`src/rtl/rxps_pkg.sv`:
```
package rxps_pkg;

  localparam int BITS_PER_CW   = 32;
  localparam int CW_PER_FRAME  = 2;
  localparam int MAX_BIT_CLKS  = 150;

  typedef enum logic [1:0] {
    RATE_512  = 2'd0,
    RATE_1200 = 2'd1,
    RATE_2400 = 2'd2,
    RATE_RSVD = 2'd3
  } rate_e;

  typedef enum logic {
    LK_ACQ   = 1'b0,
    LK_TRACK = 1'b1
  } lock_e;

  // System clocks per bit at 76.8 kHz
  function automatic int unsigned bit_clks(rate_e r);
    case (r)
      RATE_512:  return 150;
      RATE_1200: return 64;
      default:   return 32;
    endcase
  endfunction

  // System clocks per setup step; 61 steps stay under one codeword
  function automatic int unsigned step_clks(rate_e r);
    case (r)
      RATE_512:  return 64;
      RATE_1200: return 32;
      default:   return 16;
    endcase
  endfunction

endpackage

```
`src/rtl/rxps_clamp.sv`:
```
module rxps_clamp #(
  parameter int W   = 6,
  parameter int MIN = 1,
  parameter int MAX = 61
) (
  input  logic [W-1:0] raw,
  output logic [W-1:0] legal
);
  localparam logic [W-1:0] LO = W'(MIN);
  localparam logic [W-1:0] HI = W'(MAX);

  always_comb begin
    if (raw < LO)      legal = LO;
    else if (raw > HI) legal = HI;
    else               legal = raw;
  end
endmodule

```
`src/rtl/rxps_slot_timer.sv`:
```
module rxps_slot_timer #(
  parameter int SLOTS  = 17,
  parameter int SLOT_W = 5,
  parameter int CNT_W  = 13
) (
  input  logic              clk,
  input  logic              rst_n,
  input  logic              run,
  input  logic              load,
  input  logic [CNT_W-1:0]  cw_clks,
  output logic [SLOT_W-1:0] slot,
  output logic [CNT_W-1:0]  rem,
  output logic              slot_end
);
  localparam logic [SLOT_W-1:0] LAST_SLOT = SLOT_W'(SLOTS - 1);

  assign slot_end = run & (rem == '0);

  always_ff @(posedge clk or negedge rst_n) begin
    if (!rst_n) begin
      slot <= '0;
      rem  <= '0;
    end else if (load) begin
      slot <= SLOT_W'(1);
      rem  <= cw_clks - CNT_W'(1);
    end else if (run) begin
      if (rem == '0) begin
        rem  <= cw_clks - CNT_W'(1);
        slot <= (slot == LAST_SLOT) ? '0 : slot + SLOT_W'(1);
      end else begin
        rem <= rem - CNT_W'(1);
      end
    end
  end
endmodule

```
`src/rtl/rxps_window_map.sv`:
```
module rxps_window_map #(
  parameter int FRAMES = 8,
  parameter int SLOTS  = 17,
  parameter int SLOT_W = 5
) (
  input  logic [FRAMES-1:0] frame_sel,
  input  logic [SLOT_W-1:0] slot,
  output logic              win_cur,
  output logic              win_next,
  output logic              win_prev
);
  localparam logic [SLOT_W-1:0] LAST_SLOT = SLOT_W'(SLOTS - 1);

  logic [SLOTS-1:0]  win;
  logic [SLOT_W-1:0] nxt_idx;
  logic [SLOT_W-1:0] prv_idx;

  assign win[0] = 1'b1;  // sync slot is always heard

  for (genvar f = 0; f < FRAMES; f++) begin : g_frame
    assign win[2*f+1] = frame_sel[f];
    assign win[2*f+2] = frame_sel[f];
  end

  always_comb begin
    nxt_idx  = (slot == LAST_SLOT) ? '0 : slot + SLOT_W'(1);
    prv_idx  = (slot == '0) ? LAST_SLOT : slot - SLOT_W'(1);
    win_cur  = win[slot];
    win_next = win[nxt_idx];
    win_prev = win[prv_idx];
  end
endmodule

```
`src/rtl/rxps_lock_fsm.sv`:
```
module rxps_lock_fsm import rxps_pkg::*; #(
  parameter int MISS_W = 3
) (
  input  logic              clk,
  input  logic              rst_n,
  input  logic              sync_found,
  input  logic              in_sync_slot,
  input  logic              slot_end,
  input  logic [MISS_W-1:0] miss_limit,
  output logic              tracking,
  output logic              load
);
  lock_e             state;
  logic              seen;
  logic [MISS_W-1:0] misses;
  logic [MISS_W:0]   misses_inc;

  assign tracking   = (state == LK_TRACK);
  assign load       = (state == LK_ACQ) & sync_found;
  assign misses_inc = {1'b0, misses} + (MISS_W+1)'(1);

  always_ff @(posedge clk or negedge rst_n) begin
    if (!rst_n) begin
      state  <= LK_ACQ;
      seen   <= 1'b0;
      misses <= '0;
    end else begin
      case (state)
        LK_ACQ: begin
          if (sync_found) begin
            state  <= LK_TRACK;
            seen   <= 1'b0;
            misses <= '0;
          end
        end
        default: begin
          if (in_sync_slot && sync_found) seen <= 1'b1;
          if (in_sync_slot && slot_end) begin
            seen <= 1'b0;
            if (seen || sync_found) begin
              misses <= '0;
            end else if (misses_inc >= {1'b0, miss_limit}) begin
              state  <= LK_ACQ;
              misses <= '0;
            end else begin
              misses <= misses_inc[MISS_W-1:0];
            end
          end
        end
      endcase
    end
  end
endmodule

```
`src/rtl/rx_power_sequencer.sv`:
```
module rx_power_sequencer import rxps_pkg::*; #(
  parameter int FRAMES   = 8,
  parameter int LEAD_W   = 6,
  parameter int LEAD_MIN = 1,
  parameter int LEAD_MAX = 61,
  parameter int MISS_W   = 3,
  parameter int ADJ_BITS = 8
) (
  input  logic              clk,
  input  logic              rst_n,
  input  logic [1:0]        rate_sel,
  input  logic [FRAMES-1:0] frame_sel,
  input  logic [LEAD_W-1:0] rf_lead_steps,
  input  logic [LEAD_W-1:0] pll_lead_steps,
  input  logic              adj_during_rx,
  input  logic [MISS_W-1:0] miss_limit,
  input  logic              sync_found,
  output logic              rf_pwr_en,
  output logic              pll_setup_en,
  output logic              dc_adj_req
);
  localparam int SLOTS  = 1 + FRAMES * CW_PER_FRAME;
  localparam int SLOT_W = $clog2(SLOTS);
  localparam int CNT_W  = $clog2(MAX_BIT_CLKS * BITS_PER_CW + 1);

  rate_e             rate;
  logic [CNT_W-1:0]  bit_clk, step_clk, cw_clks;
  logic [CNT_W-1:0]  rf_lead_clks, pll_lead_clks, adj_clks, elapsed;
  logic [LEAD_W-1:0] rf_steps, pll_steps, pll_steps_eff;
  logic [MISS_W-1:0] miss_lim_eff;
  logic [SLOT_W-1:0] slot;
  logic [CNT_W-1:0]  rem;
  logic              slot_end, tracking, load;
  logic              win_cur, win_next, win_prev;
  logic              rf_lead_on, pll_lead_on, adj_start_on;

  rxps_clamp #(.W(LEAD_W), .MIN(LEAD_MIN), .MAX(LEAD_MAX)) u_rf_clamp (
    .raw(rf_lead_steps), .legal(rf_steps));
  rxps_clamp #(.W(LEAD_W), .MIN(LEAD_MIN), .MAX(LEAD_MAX)) u_pll_clamp (
    .raw(pll_lead_steps), .legal(pll_steps));
  rxps_clamp #(.W(MISS_W), .MIN(1), .MAX((1 << MISS_W) - 1)) u_miss_clamp (
    .raw(miss_limit), .legal(miss_lim_eff));

  always_comb begin
    rate          = rate_e'(rate_sel);
    bit_clk       = CNT_W'(bit_clks(rate));
    step_clk      = CNT_W'(step_clks(rate));
    cw_clks       = CNT_W'(bit_clks(rate) * BITS_PER_CW);
    pll_steps_eff = (pll_steps > rf_steps) ? pll_steps : rf_steps;
    rf_lead_clks  = CNT_W'(rf_steps) * step_clk;
    pll_lead_clks = CNT_W'(pll_steps_eff) * step_clk;
    adj_clks      = CNT_W'(ADJ_BITS) * bit_clk;
    elapsed       = cw_clks - CNT_W'(1) - rem;
  end

  rxps_slot_timer #(.SLOTS(SLOTS), .SLOT_W(SLOT_W), .CNT_W(CNT_W)) u_timer (
    .clk(clk), .rst_n(rst_n), .run(tracking), .load(load),
    .cw_clks(cw_clks), .slot(slot), .rem(rem), .slot_end(slot_end));

  rxps_window_map #(.FRAMES(FRAMES), .SLOTS(SLOTS), .SLOT_W(SLOT_W)) u_map (
    .frame_sel(frame_sel), .slot(slot),
    .win_cur(win_cur), .win_next(win_next), .win_prev(win_prev));

  rxps_lock_fsm #(.MISS_W(MISS_W)) u_lock (
    .clk(clk), .rst_n(rst_n), .sync_found(sync_found),
    .in_sync_slot(slot == '0), .slot_end(slot_end),
    .miss_limit(miss_lim_eff), .tracking(tracking), .load(load));

  // Outputs decode registered timer and lock state only
  always_comb begin
    rf_lead_on   = ~win_cur & win_next & (rem < rf_lead_clks);
    pll_lead_on  = ~win_cur & win_next & (rem < pll_lead_clks);
    adj_start_on = win_cur & ~win_prev & (elapsed < adj_clks);
    rf_pwr_en    = ~tracking | win_cur | rf_lead_on;
    pll_setup_en = ~tracking | win_cur | pll_lead_on;
    dc_adj_req   = ~tracking | (adj_during_rx ? adj_start_on : rf_lead_on);
  end
endmodule

```
`config.mk`:
```
export PLATFORM = sky130hd
export DESIGN_NAME = rx_power_sequencer
export DESIGN_NICKNAME = d
export VERILOG_FILES = /design/src/rtl/rxps_pkg.sv /design/src/rtl/rxps_clamp.sv /design/src/rtl/rxps_slot_timer.sv /design/src/rtl/rxps_window_map.sv /design/src/rtl/rxps_lock_fsm.sv /design/src/rtl/rx_power_sequencer.sv
export SDC_FILE = /design/constraint.sdc
export NUM_CORES = 1
export LEC_CHECK = 0
export ABC_AREA = 1
export BUFFER_PORTS_ARGS = -buffer_cell sky130_fd_sc_hd__buf_2
export CAP_MARGIN = 10
export CELL_PAD_IN_SITES_DETAIL_PLACEMENT = 1
export CELL_PAD_IN_SITES_GLOBAL_PLACEMENT = 1
export CORE_MARGIN = 8
export CORE_UTILIZATION = 45
export DETAILED_ROUTE_END_ITERATION = 16
export HOLD_SLACK_MARGIN = 0.12
export MAX_ROUTING_LAYER = met4
export PLACE_DENSITY = 0.9
export SLEW_MARGIN = 20
export SYNTH_ARGS = -nofsm -noshare
export SYNTH_HDL_FRONTEND = slang
export SYNTH_SLANG_ARGS = --single-unit
```
`constraint.sdc`:
```
create_clock -name clk -period 9.3 [get_ports clk]
set_clock_uncertainty 0.05 [all_clocks]
set_input_delay 1.86 -clock clk [delete_from_list [all_inputs] [get_ports clk]]
set_output_delay 1.86 -clock clk [all_outputs]
set_load 0.02 [all_outputs]
```
==> impl_metrics.csv, run 1 <==
group,metric,value,unit
grt,grt_first_pass_wirelength,20900,um
yosys,synth.area.top_cells,"ha_1 22%, dfrtp_1 14%, nand2_1 13%",
finish,layout_common_cells,"144 x nand2_1, 103 x inv_1, 74 x ha_1, 68 x nor2_1, 46 x nand3_1",
outcome,outcome,"finished clean",
yosys,syn_area,4160,um^2
yosys,yosysSeqAreaShare,0.138,
sta,hold_violations,0,
sta,worstMarginPinSlew,0.608,ns
yosys,synth.avg_cell_area,6.66,um^2
grt,overflow,0,
clock_tree,clkLatencyLatePin,0.27,ns
critical_path,worstRegToRegCells,8,
clock_tree,clockBufferDepth,2,
sta,drv_slew,0,
power,power.density,141,nW/um^2
yosys,syn_inst,625,
floorplanning,initial_utilization,0.457,
finish,antenna_cells,0,
finish,fin_nets,765,
clock_tree,cts_buffers,3,
min_path,hp-class,"reg2reg",
clock_tree,hold_buffers,0,
clock_tree,cts_tree,"done",
drt,routed_wirelength,12600,um
power,p_leak,2.56,nW
yosys,yosysUniqueCellTypes,46,
floorplanning,die_area,12600,um^2
yosys,synth_ff_type,"dfrtp_1",
yosys,synth_top_area_share,0.223,
sta,min_period_over_period,0.957,
yosys,ys_ff_latch,23,
floorplanning,rows,35,
sta,rsz0062_at_grt,"no",
drt,drt_drc_violations_left,0,
drt,avgRoutedWirePerCell,16.5,um
min_path,min_to,"u_timer.rem[0]",
clock_tree,path_clk_slew,0.08,ns
finish,regArea,576,um^2
critical_path,worstReg2RegStart,"u_lock.misses[0]",
yosys,synth_area_leader_cell,"ha_1",
drt,vias,4179,
placed_design,port_buffers,31,
placed_design,place_hpwl,10500,um
finish,final_common_cell,"nand2_1",
yosys,synth_edf_count,0,
critical_path,worst_ep_required_time,7.39,ns
sta,period_minus_slack,8.90,ns
grt,grt_max_degree,24,
critical_path,r2r_setup_slack,7.18,ns
critical_path,worstSetupPathType,"in2out",
critical_path,timing.rr.end,"u_lock.misses[1]",
floorplanning,core,9110,um^2
clock_tree,htree_levels,1,
floorplanning,die_x,112,um
finish,drive_above_1_share,0.112,
sta,fmax,112,MHz
drt,ant_nets,0,
finish,area_growth,7.64,%
drt,drtIter0Drc,202,
yosys,yosysWarnings,0,
critical_path,slowest_stage,"fa_1",
grt,grt.total_usage,0.205,
drt,first_pass_iters,4,
min_path,hold_depth,1,
min_path,min_from,"u_timer.rem[0]",
critical_path,critPathLaunchType,"input port",
critical_path,cp-end-kind,"output pin",
job,drv_cap,0,
placed_design,gp_congestion,0.933,
yosys,synth_fp_nets,738,
clock_tree,numClockSinks,23,
floorplanning,pin_count,32,
critical_path,path_common_cell,"ha_1",
finish,fillers,1241,
sta,slew_headroom,0.594,
floorplanning,die_h,112,um
critical_path,crit_fanout,6,
sta,setup-tns-final,0,ns
finish,multi_input_area,3130,um^2
drt,vias_per_cell,5.48,
sta,final-setup-viol-count,0,
power,ir_worst_vdd,0.0786,mV
placed_design,dp_cells,756,
clock_tree,root_buffer,"clkbuf_8",
critical_path,slowest_delay,0.51,ns
grt,antenna_found_initial,0,
grt,grt_pass1_vias,4433,
yosys,synthArstFlopShare,1.00,
critical_path,crit_arrival,6.99,ns
finish,instances_no_fill,762,
-- flip-flops by register name, summed over array words and instances, names as in the netlist --
name             cells
u_timer.rem         13
u_timer.slot         5
u_lock.misses        3
u_lock.seen          1
u_lock.tracking      1
-- cells in the mapped netlist (2+ instances only) --
cell type and n:
ha_1 74, a21oi_1 23, buf_2 2, o21ai_0 30, xor2_1 11, nand3_1 46, xnor2_1 5, dfrtp_1 23
nand2_4 3, nor3_1 5, nand3_4 2, inv_2 5, clkbuf_1 6, nand4_1 10, o22ai_1 5, a211oi_1 2
fa_1 10, buf_4 2, o21ai_1 2, a21oi_2 2, nand2_2 5, o221ai_1 3, nor2_1 68, nor2_4 3
o211ai_1 3, inv_4 3, o21bai_1 3, nand2_1 144, or2_2 4, nor2_8 2, inv_1 103, a31oi_1 2
-- worst max path at each step --
stage,slack [ns],to,start
finish,0.40,pll_setup_en,rf_lead_steps[2]
global placement,0.59,pll_setup_en,rf_lead_steps[2]
floorplan,1.00,pll_setup_en,rf_lead_steps[2]
global route,0.08,pll_setup_en,rf_lead_steps[2]
CTS,0.06,pll_setup_en,rf_lead_steps[2]
detailed placement,0.06,pll_setup_en,rf_lead_steps[2]
-- power by group --
part / internal, mW / total, mW / switching (mW)
Combinational: 0.156 / 0.404 / 0.248
Sequential: 0.122 / 0.165 / 0.0424
Clock: 0.0306 / 0.0631 / 0.0325
Total: 0.309 / 0.632 / 0.323
-- worst max-delay path, delay by kind of cell --
| family | cells | cell delay, ns |
|---|---|---|
| AND/OR/NAND/NOR | 11 | 1.07 |
| AO/OA/AOI/OAI | 8 | 1.32 |
| XOR/XNOR | 1 | 0.14 |
| buffers and inverters | 5 | 0.63 |
| adder cells (fa/ha/maj) | 6 | 1.96 |
-- layer usage --
| layer | wire length (um) | track usage | part of all wire | up-vias |
|---|---|---|---|---|
| li1 | - | - | - | 2081 |
| met1 | 5380 | 0.230 | 0.43 | 2018 |
| met2 | 6540 | 0.373 | 0.52 | 52 |
| met3 | 280 | 0.0225 | 0.022 | 28 |
| met4 | 349 | 0.0629 | 0.028 | 0 |
| met5 | 0 | - | 0 | - |
-- timing repair --
item	in CTS	in global routing
setup buffers	0	1
gates resized for setup	0	9
endpoints found under the setup margin	0	1
-- stage by stage --
| step | instance area [um^2] | setup slack (ns) | total power [mW] | util | hold WS (ns) |
|---|---|---|---|---|---|
| finish | 4480 | 0.396 | 0.632 | 0.492 | 0.466 |
| CTS | 4440 | 0.0585 | 0.630 | 0.488 | 0.468 |
| global route | 4480 | 0.0768 | 0.706 | 0.492 | 0.486 |
| global placement | 4400 | 0.586 | 0.525 | 0.483 | 0.427 |
| floorplan | 4160 | 1.00 | 0.445 | - | 0.408 |
| detailed placement | 4400 | 0.0632 | 0.562 | 0.483 | 0.440 |
-- final cells by class --
class,instances,share of cell area
Clock buffer,4,0.0101
Inverter,111,0.0947
Multi-Input combinational cell,481,0.699
Sequential cell,23,0.129
Tap cell,111,0.0310
Timing Repair Buffer,32,0.0363
-- cell families after synthesis --
group	share of synthesized area
xor+xnor	0.0337
flops	0.138
other cells	0.000901
compound gates	0.114
buf+inv	0.116
fa+ha+maj	0.271
simple gates	0.326
(Power assumes the default switching activity.)
==> run 2: changes to the inputs <==
- SYNTH_HIERARCHICAL: unset -> 1
==> run 2 against run 1 <==
Final area increased by 22%. Maximum frequency is 5.0% higher. Sequential share of layout area fell by 2.3 points. Power up 84%. Critical path depth rose by 1.
==> impl_metrics.csv, run 2 <==
group,metric,value,unit
outcome,outcome,"finished clean",
power,ir_worst_vdd,0.163,mV
sta,slew_headroom,0.435,
sta,final-setup-viol-count,0,
sta,setup-tns-final,0,ns
yosys,synth_top_area_share,0.195,
floorplanning,initial_utilization,0.464,
finish,antenna_cells,0,
finish,fillers,1566,
clock_tree,htree_levels,1,
critical_path,critPathLaunchType,"input port",
clock_tree,root_buffer,"clkbuf_16",
critical_path,startpoint,"rf_lead_steps[3]",
yosys,synth.area.top_cells,"ha_1 19%, nand2_1 17%, dfrtp_1 11%",
critical_path,worstRegToRegCells,5,
drt,routed_wirelength,15100,um
floorplanning,rows,38,
floorplanning,die_area,14900,um^2
yosys,syn_inst,808,
finish,largest_register_ffs,13,
critical_path,slowest_stage,"fa_1",
sta,min_period_over_period,0.912,
clock_tree,hold_buffers,0,
sta,period_minus_slack,8.48,ns
grt,grt_pass1_vias,5746,
job,drv_cap,0,
clock_tree,ctsResizeCount,0,
grt,antenna_found_initial,0,
finish,regArea,576,um^2
placed_design,port_buffers,31,
yosys,synth_edf_count,0,
clock_tree,numClockSinks,23,
yosys,synth_area_leader_cell,"ha_1",
sta,worstMarginPinSlew,0.845,ns
placed_design,gp_congestion,0.885,
drt,drtIter0Drc,184,
drt,vias,5298,
power,power.density,214,nW/um^2
finish,largestRegisters,"u_timer/rem: 13 flops, u_timer/slot: 5 flops, u_lock/misses: 3 flops",
critical_path,slowest_delay,0.47,ns
clock_tree,clockBufferDepth,2,
critical_path,crit_fanout,8,
finish,instances_no_fill,984,
grt,grt.total_usage,0.214,
critical_path,worst_ep_required_time,7.39,ns
yosys,syn_area,5080,um^2
critical_path,worstSetupPathType,"in2out",
floorplanning,die_h,122,um
clock_tree,clkLatencyLatePin,0.26,ns
sta,drv_slew,0,
finish,layout_common_cells,"227 x nand2_1, 131 x inv_1, 84 x nor2_1, 79 x ha_1, 65 x nand3_1",
grt,overflow,0,
floorplanning,die_x,122,um
grt,grt_max_degree,24,
floorplanning,pin_count,32,
yosys,yosysUniqueCellTypes,43,
critical_path,worstReg2RegStart,"u_lock/tracking",
critical_path,cp_num_cells,32,
floorplanning,core,10900,um^2
clock_tree,cts_tree,"done",
yosys,yosysSeqAreaShare,0.113,
clock_tree,postCtsSetupBuffers,0,
drt,ant_nets,0,
drt,drt_drc_violations_left,0,
drt,avgRoutedWirePerCell,15.4,um
critical_path,cp-end-kind,"output pin",
critical_path,crit_end,"pll_setup_en",
finish,area_growth,7.27,%
clock_tree,cts_buffers,3,
sta,hold_violations,0,
yosys,synthTopCellsByCount,"227 x nand2_1, 131 x inv_1, 84 x nor2_1",
yosys,synth_ff_type,"dfrtp_1",
finish,final_common_cell,"nand2_1",
clock_tree,path_clk_slew,0.06,ns
grt,grt_first_pass_wirelength,25900,um
yosys,synthArstFlopShare,1.00,
yosys,yosysWarnings,6,
finish,multi_input_area,3930,um^2
yosys,yosysMostFrequentCell,"nand2_1",
yosys,synth.avg_cell_area,6.28,um^2
critical_path,timing.rr.end,"u_timer/rem[10]",
yosys,ys_ff_latch,23,
sta,rsz0062_at_grt,"no",
placed_design,place_hpwl,12500,um
critical_path,crit_arrival,6.57,ns
finish,top_register,"u_timer/rem",
min_path,hp-class,"reg2reg",
critical_path,r2r_setup_slack,6.86,ns
critical_path,cp_top_family,"adder cells",
sta,fmax,118,MHz
finish,utilization,0.498,
power,p_leak,3.06,nW
finish,fin_nets,964,
finish,drive_above_1_share,0.117,
drt,first_pass_iters,4,
placed_design,dp_cells,980,
critical_path,path_buf_inv,5,
drt,vias_per_cell,5.38,
==> run 2: worst min path at each step <==
| stage | end | startpoint | cells past startpoint |
|---|---|---|---|
| floorplan | u_lock/seen | u_lock/seen | 2 |
| global placement | u_lock/seen | u_lock/seen | 2 |
| detailed placement | u_lock/seen | u_lock/seen | 2 |
| CTS | u_lock/seen | u_lock/seen | 2 |
| global route | u_lock/seen | u_lock/seen | 2 |
| finish | u_lock/seen | u_lock/seen | 2 |
==> run 2: area by class of cell <==
cell class | instances | share of cell area
Clock buffer | 4 | 0.0145
Inverter | 137 | 0.0944
Multi-Input combinational cell | 647 | 0.722
Sequential cell | 23 | 0.106
Tap cell | 140 | 0.0322
Timing Repair Buffer | 33 | 0.0312
==> run 2: per-layer routing <==
layer	GRT usage	vias to the layer above	part of all wire
met5	-	-	0
met4	0.0647	0	0.020
met3	0.0188	26	0.028
met2	0.396	79	0.52
met1	0.239	2587	0.43
li1	-	2606	-
==> run 2: through the flow <==
stage / hold slack (ns) / area, um^2 / total power [mW] / setup WS [ns]
4_1_cts: 0.481 / 5450 / 1.16 / 0.809
6_report: 0.476 / 5450 / 1.16 / 0.818
2_1_floorplan: 0.428 / 5150 / 0.832 / 1.50
5_1_grt: 0.532 / 5450 / 1.29 / 0.384
3_5_place_dp: 0.466 / 5370 / 1.05 / 0.813
3_3_place_gp: 0.445 / 5370 / 0.975 / 1.15
==> run 2: logic make-up after synthesis <==
| logic type | Yosys count | share of synthesized area |
|---|---|---|
| flops | 23 | 0.113 |
| xor+xnor | 20 | 0.0345 |
| fa+ha+maj | 90 | 0.238 |
| buf+inv | 157 | 0.126 |
| compound gates | 68 | 0.0826 |
| simple gates | 449 | 0.404 |
| other cells | 1 | 0.000739 |
==> run 2: worst min-delay path: stages (launching register included) <==
cell	delay [ns]
dfrtp_1	0.35
nand3_1	0.07
o21ai_0	0.06
==> run 2: power by group <==
| group | total [mW] | internal (mW) | switching (mW) |
|---|---|---|---|
| Sequential | 0.240 | 0.136 | 0.104 |
| Combinational | 0.828 | 0.303 | 0.525 |
| Clock | 0.0950 | 0.0586 | 0.0364 |
| Total | 1.16 | 0.498 | 0.665 |
==> run 3: changes to the inputs <==
- PLACE_DENSITY: 0.9 -> unset
- PLACE_DENSITY_LB_ADDON: unset -> 0.1
==> run 3 against run 2 <==
First-iteration DRC count down 3.8%. Combinational power down 3.0%. Critical endpoint unchanged. Sequential share of layout area about the same. Die area unchanged. Final area down 0.11%. Setup slack better by 0.068 ns. Sequential cell count unchanged. Register-to-register slack better by 0.02 ns. Critical path type unchanged. Maximum frequency up 0.80%.
==> impl_metrics.csv, run 3 (synthesized netlist as in run 2, its figures left out) <==
group,metric,value,unit
finish,top_register,"u_timer/rem",
critical_path,slowest_delay,0.49,ns
drt,wl_met2,7270,um
finish,largestRegisters,"u_timer/rem: 13 flops, u_timer/slot: 5 flops, u_lock/misses: 3 flops",
critical_path,crit_arrival,6.50,ns
drt,top_layer,"met4",
clock_tree,root_buffer,"clkbuf_16",
clock_tree,htree_levels,1,
grt,antenna_found_initial,0,
outcome,outcome,"finished clean",
sta,slew_headroom,0.411,
grt,grt_first_pass_wirelength,24800,um
job,drv_cap,0,
sta,setup_ws,0.885,ns
sta,hold_violations,0,
drt,routed_wirelength,14200,um
grt,grt_max_degree,24,
clock_tree,hold_buffers,0,
finish,layout_common_cells,"227 x nand2_1, 131 x inv_1, 84 x nor2_1, 79 x ha_1, 65 x nand3_1",
finish,largest_register_ffs,13,
drt,vias_per_cell,5.19,
finish,drive_above_1_share,0.117,
grt,grt_pass1_vias,5379,
drt,avgRoutedWirePerCell,14.5,um
placed_design,detailedPlace.worstSlack,0.885,ns
clock_tree,numClockSinks,23,
drt,drt_drc_violations_left,0,
finish,final_common_cell,"nand2_1",
sta,rsz0062_at_grt,"no",
clock_tree,clockBufferDepth,2,
clock_tree,clkLatencyLatePin,0.26,ns
drt,wl_met3,331,um
clock_tree,postCtsSetupBuffers,0,
finish,area_growth,7.15,%
floorplanning,die_area,14900,um^2
power,power.density,210,nW/um^2
sta,drv_slew,0,
sta,period_minus_slack,8.41,ns
power,p_leak,3.06,nW
critical_path,critPathLaunchType,"input port",
drt,first_pass_iters,4,
critical_path,worstSetupPathType,"in2out",
floorplanning,die_h,122,um
placed_design,place_hpwl,11800,um
drt,wl_met1,6510,um
power,ir_worst_vdd,0.119,mV
finish,fillers,1574,
critical_path,worstReg2RegStart,"u_lock/tracking",
sta,fmax,119,MHz
sta,setup-tns-final,0,ns
finish,antenna_cells,0,
critical_path,slowest_stage,"fa_1",
floorplanning,rows,38,
critical_path,r2r_setup_slack,6.88,ns
drt,vias,5098,
sta,min_period_over_period,0.905,
floorplanning,die_x,122,um
floorplanning,pin_count,32,
clock_tree,cts_tree,"done",
clock_tree,ctsResizeCount,0,
critical_path,worst_ep_required_time,7.39,ns
sta,worstMarginPinSlew,0.880,ns
placed_design,gp_congestion,0.867,
critical_path,timing.rr.end,"u_timer/rem[11]",
floorplanning,core,10900,um^2
critical_path,crit_fanout,8,
finish,fin_nets,963,
placed_design,port_buffers,31,
critical_path,path_common_cell,"nand2_1",
critical_path,startpoint,"rf_lead_steps[2]",
clock_tree,path_clk_slew,0.06,ns
critical_path,crit_end,"pll_setup_en",
grt,grt.total_usage,0.203,
clock_tree,cts_buffers,3,
drt,ant_nets,0,
floorplanning,initial_utilization,0.464,
critical_path,cp-end-kind,"output pin",
drt,drtIter0Drc,177,
critical_path,worstRegToRegCells,5,
min_path,hp-class,"reg2reg",
sta,final-setup-viol-count,0,
grt,overflow,0,
-- run 3: worst min path at each step --
| stage | cells after the start | from | endpoint | slack, ns |
|---|---|---|---|---|
| detailed placement | 2 | u_lock/misses[2] | u_lock/misses[2] | 0.49 |
| global placement | 2 | u_lock/seen | u_lock/seen | 0.44 |
| finish | 3 | u_timer/rem[0] | u_timer/rem[0] | 0.49 |
| global route | 2 | u_lock/misses[2] | u_lock/misses[2] | 0.53 |
| CTS | 3 | u_timer/rem[0] | u_timer/rem[0] | 0.50 |
| floorplan | 2 | u_lock/seen | u_lock/seen | 0.43 |
-- run 3: area by class of cell --
type,instances,area [um^2],share of cell area
clock buffer,3,75.1,0.0138
clock inverter,1,5.00,0.000920
inverter,137,514,0.0945
multi-input combinational,647,3930,0.723
sequential,23,576,0.106
tap,140,175,0.0322
timing repair buffer,32,163,0.0299
-- run 3: routing by layer --
metal | up-vias | track usage
met1 | 2435 | 0.247
met2 | 52 | 0.366
met3 | 12 | 0.00965
li1 | 2599 | -
met5 | - | -
met4 | 0 | 0.0366
-- run 3: stage by stage --
| stage | hold WS (ns) | util | total power [mW] | std cells | cell area [um^2] |
|---|---|---|---|---|---|
| 2_1_floorplan | 0.428 | - | 0.832 | 827 | 5150 |
| 3_3_place_gp | 0.445 | 0.490 | 0.983 | 979 | 5360 |
| 3_5_place_dp | 0.486 | 0.490 | 1.04 | 979 | 5360 |
| 4_1_cts | 0.499 | 0.497 | 1.15 | 983 | 5440 |
| 5_1_grt | 0.528 | 0.497 | 1.28 | 983 | 5440 |
| 6_report | 0.493 | 0.497 | 1.14 | 983 | 5440 |
-- run 3: power breakdown --
group / internal [mW] / total, mW / switching, mW / leakage (nW)
registers: 0.136 / 0.240 / 0.104 / 0.282
logic: 0.300 / 0.803 / 0.503 / 2.74
clock network: 0.0580 / 0.0970 / 0.0390 / 0.0409
total: 0.494 / 1.14 / 0.645 / 3.06
-- run 3: critical path: cells and delay by family --
family / cells / cell delay (ns)
buf+inv: 4 / 0.46
fa+ha+maj: 6 / 2.09
compound gates: 4 / 0.58
simple gates: 18 / 1.49
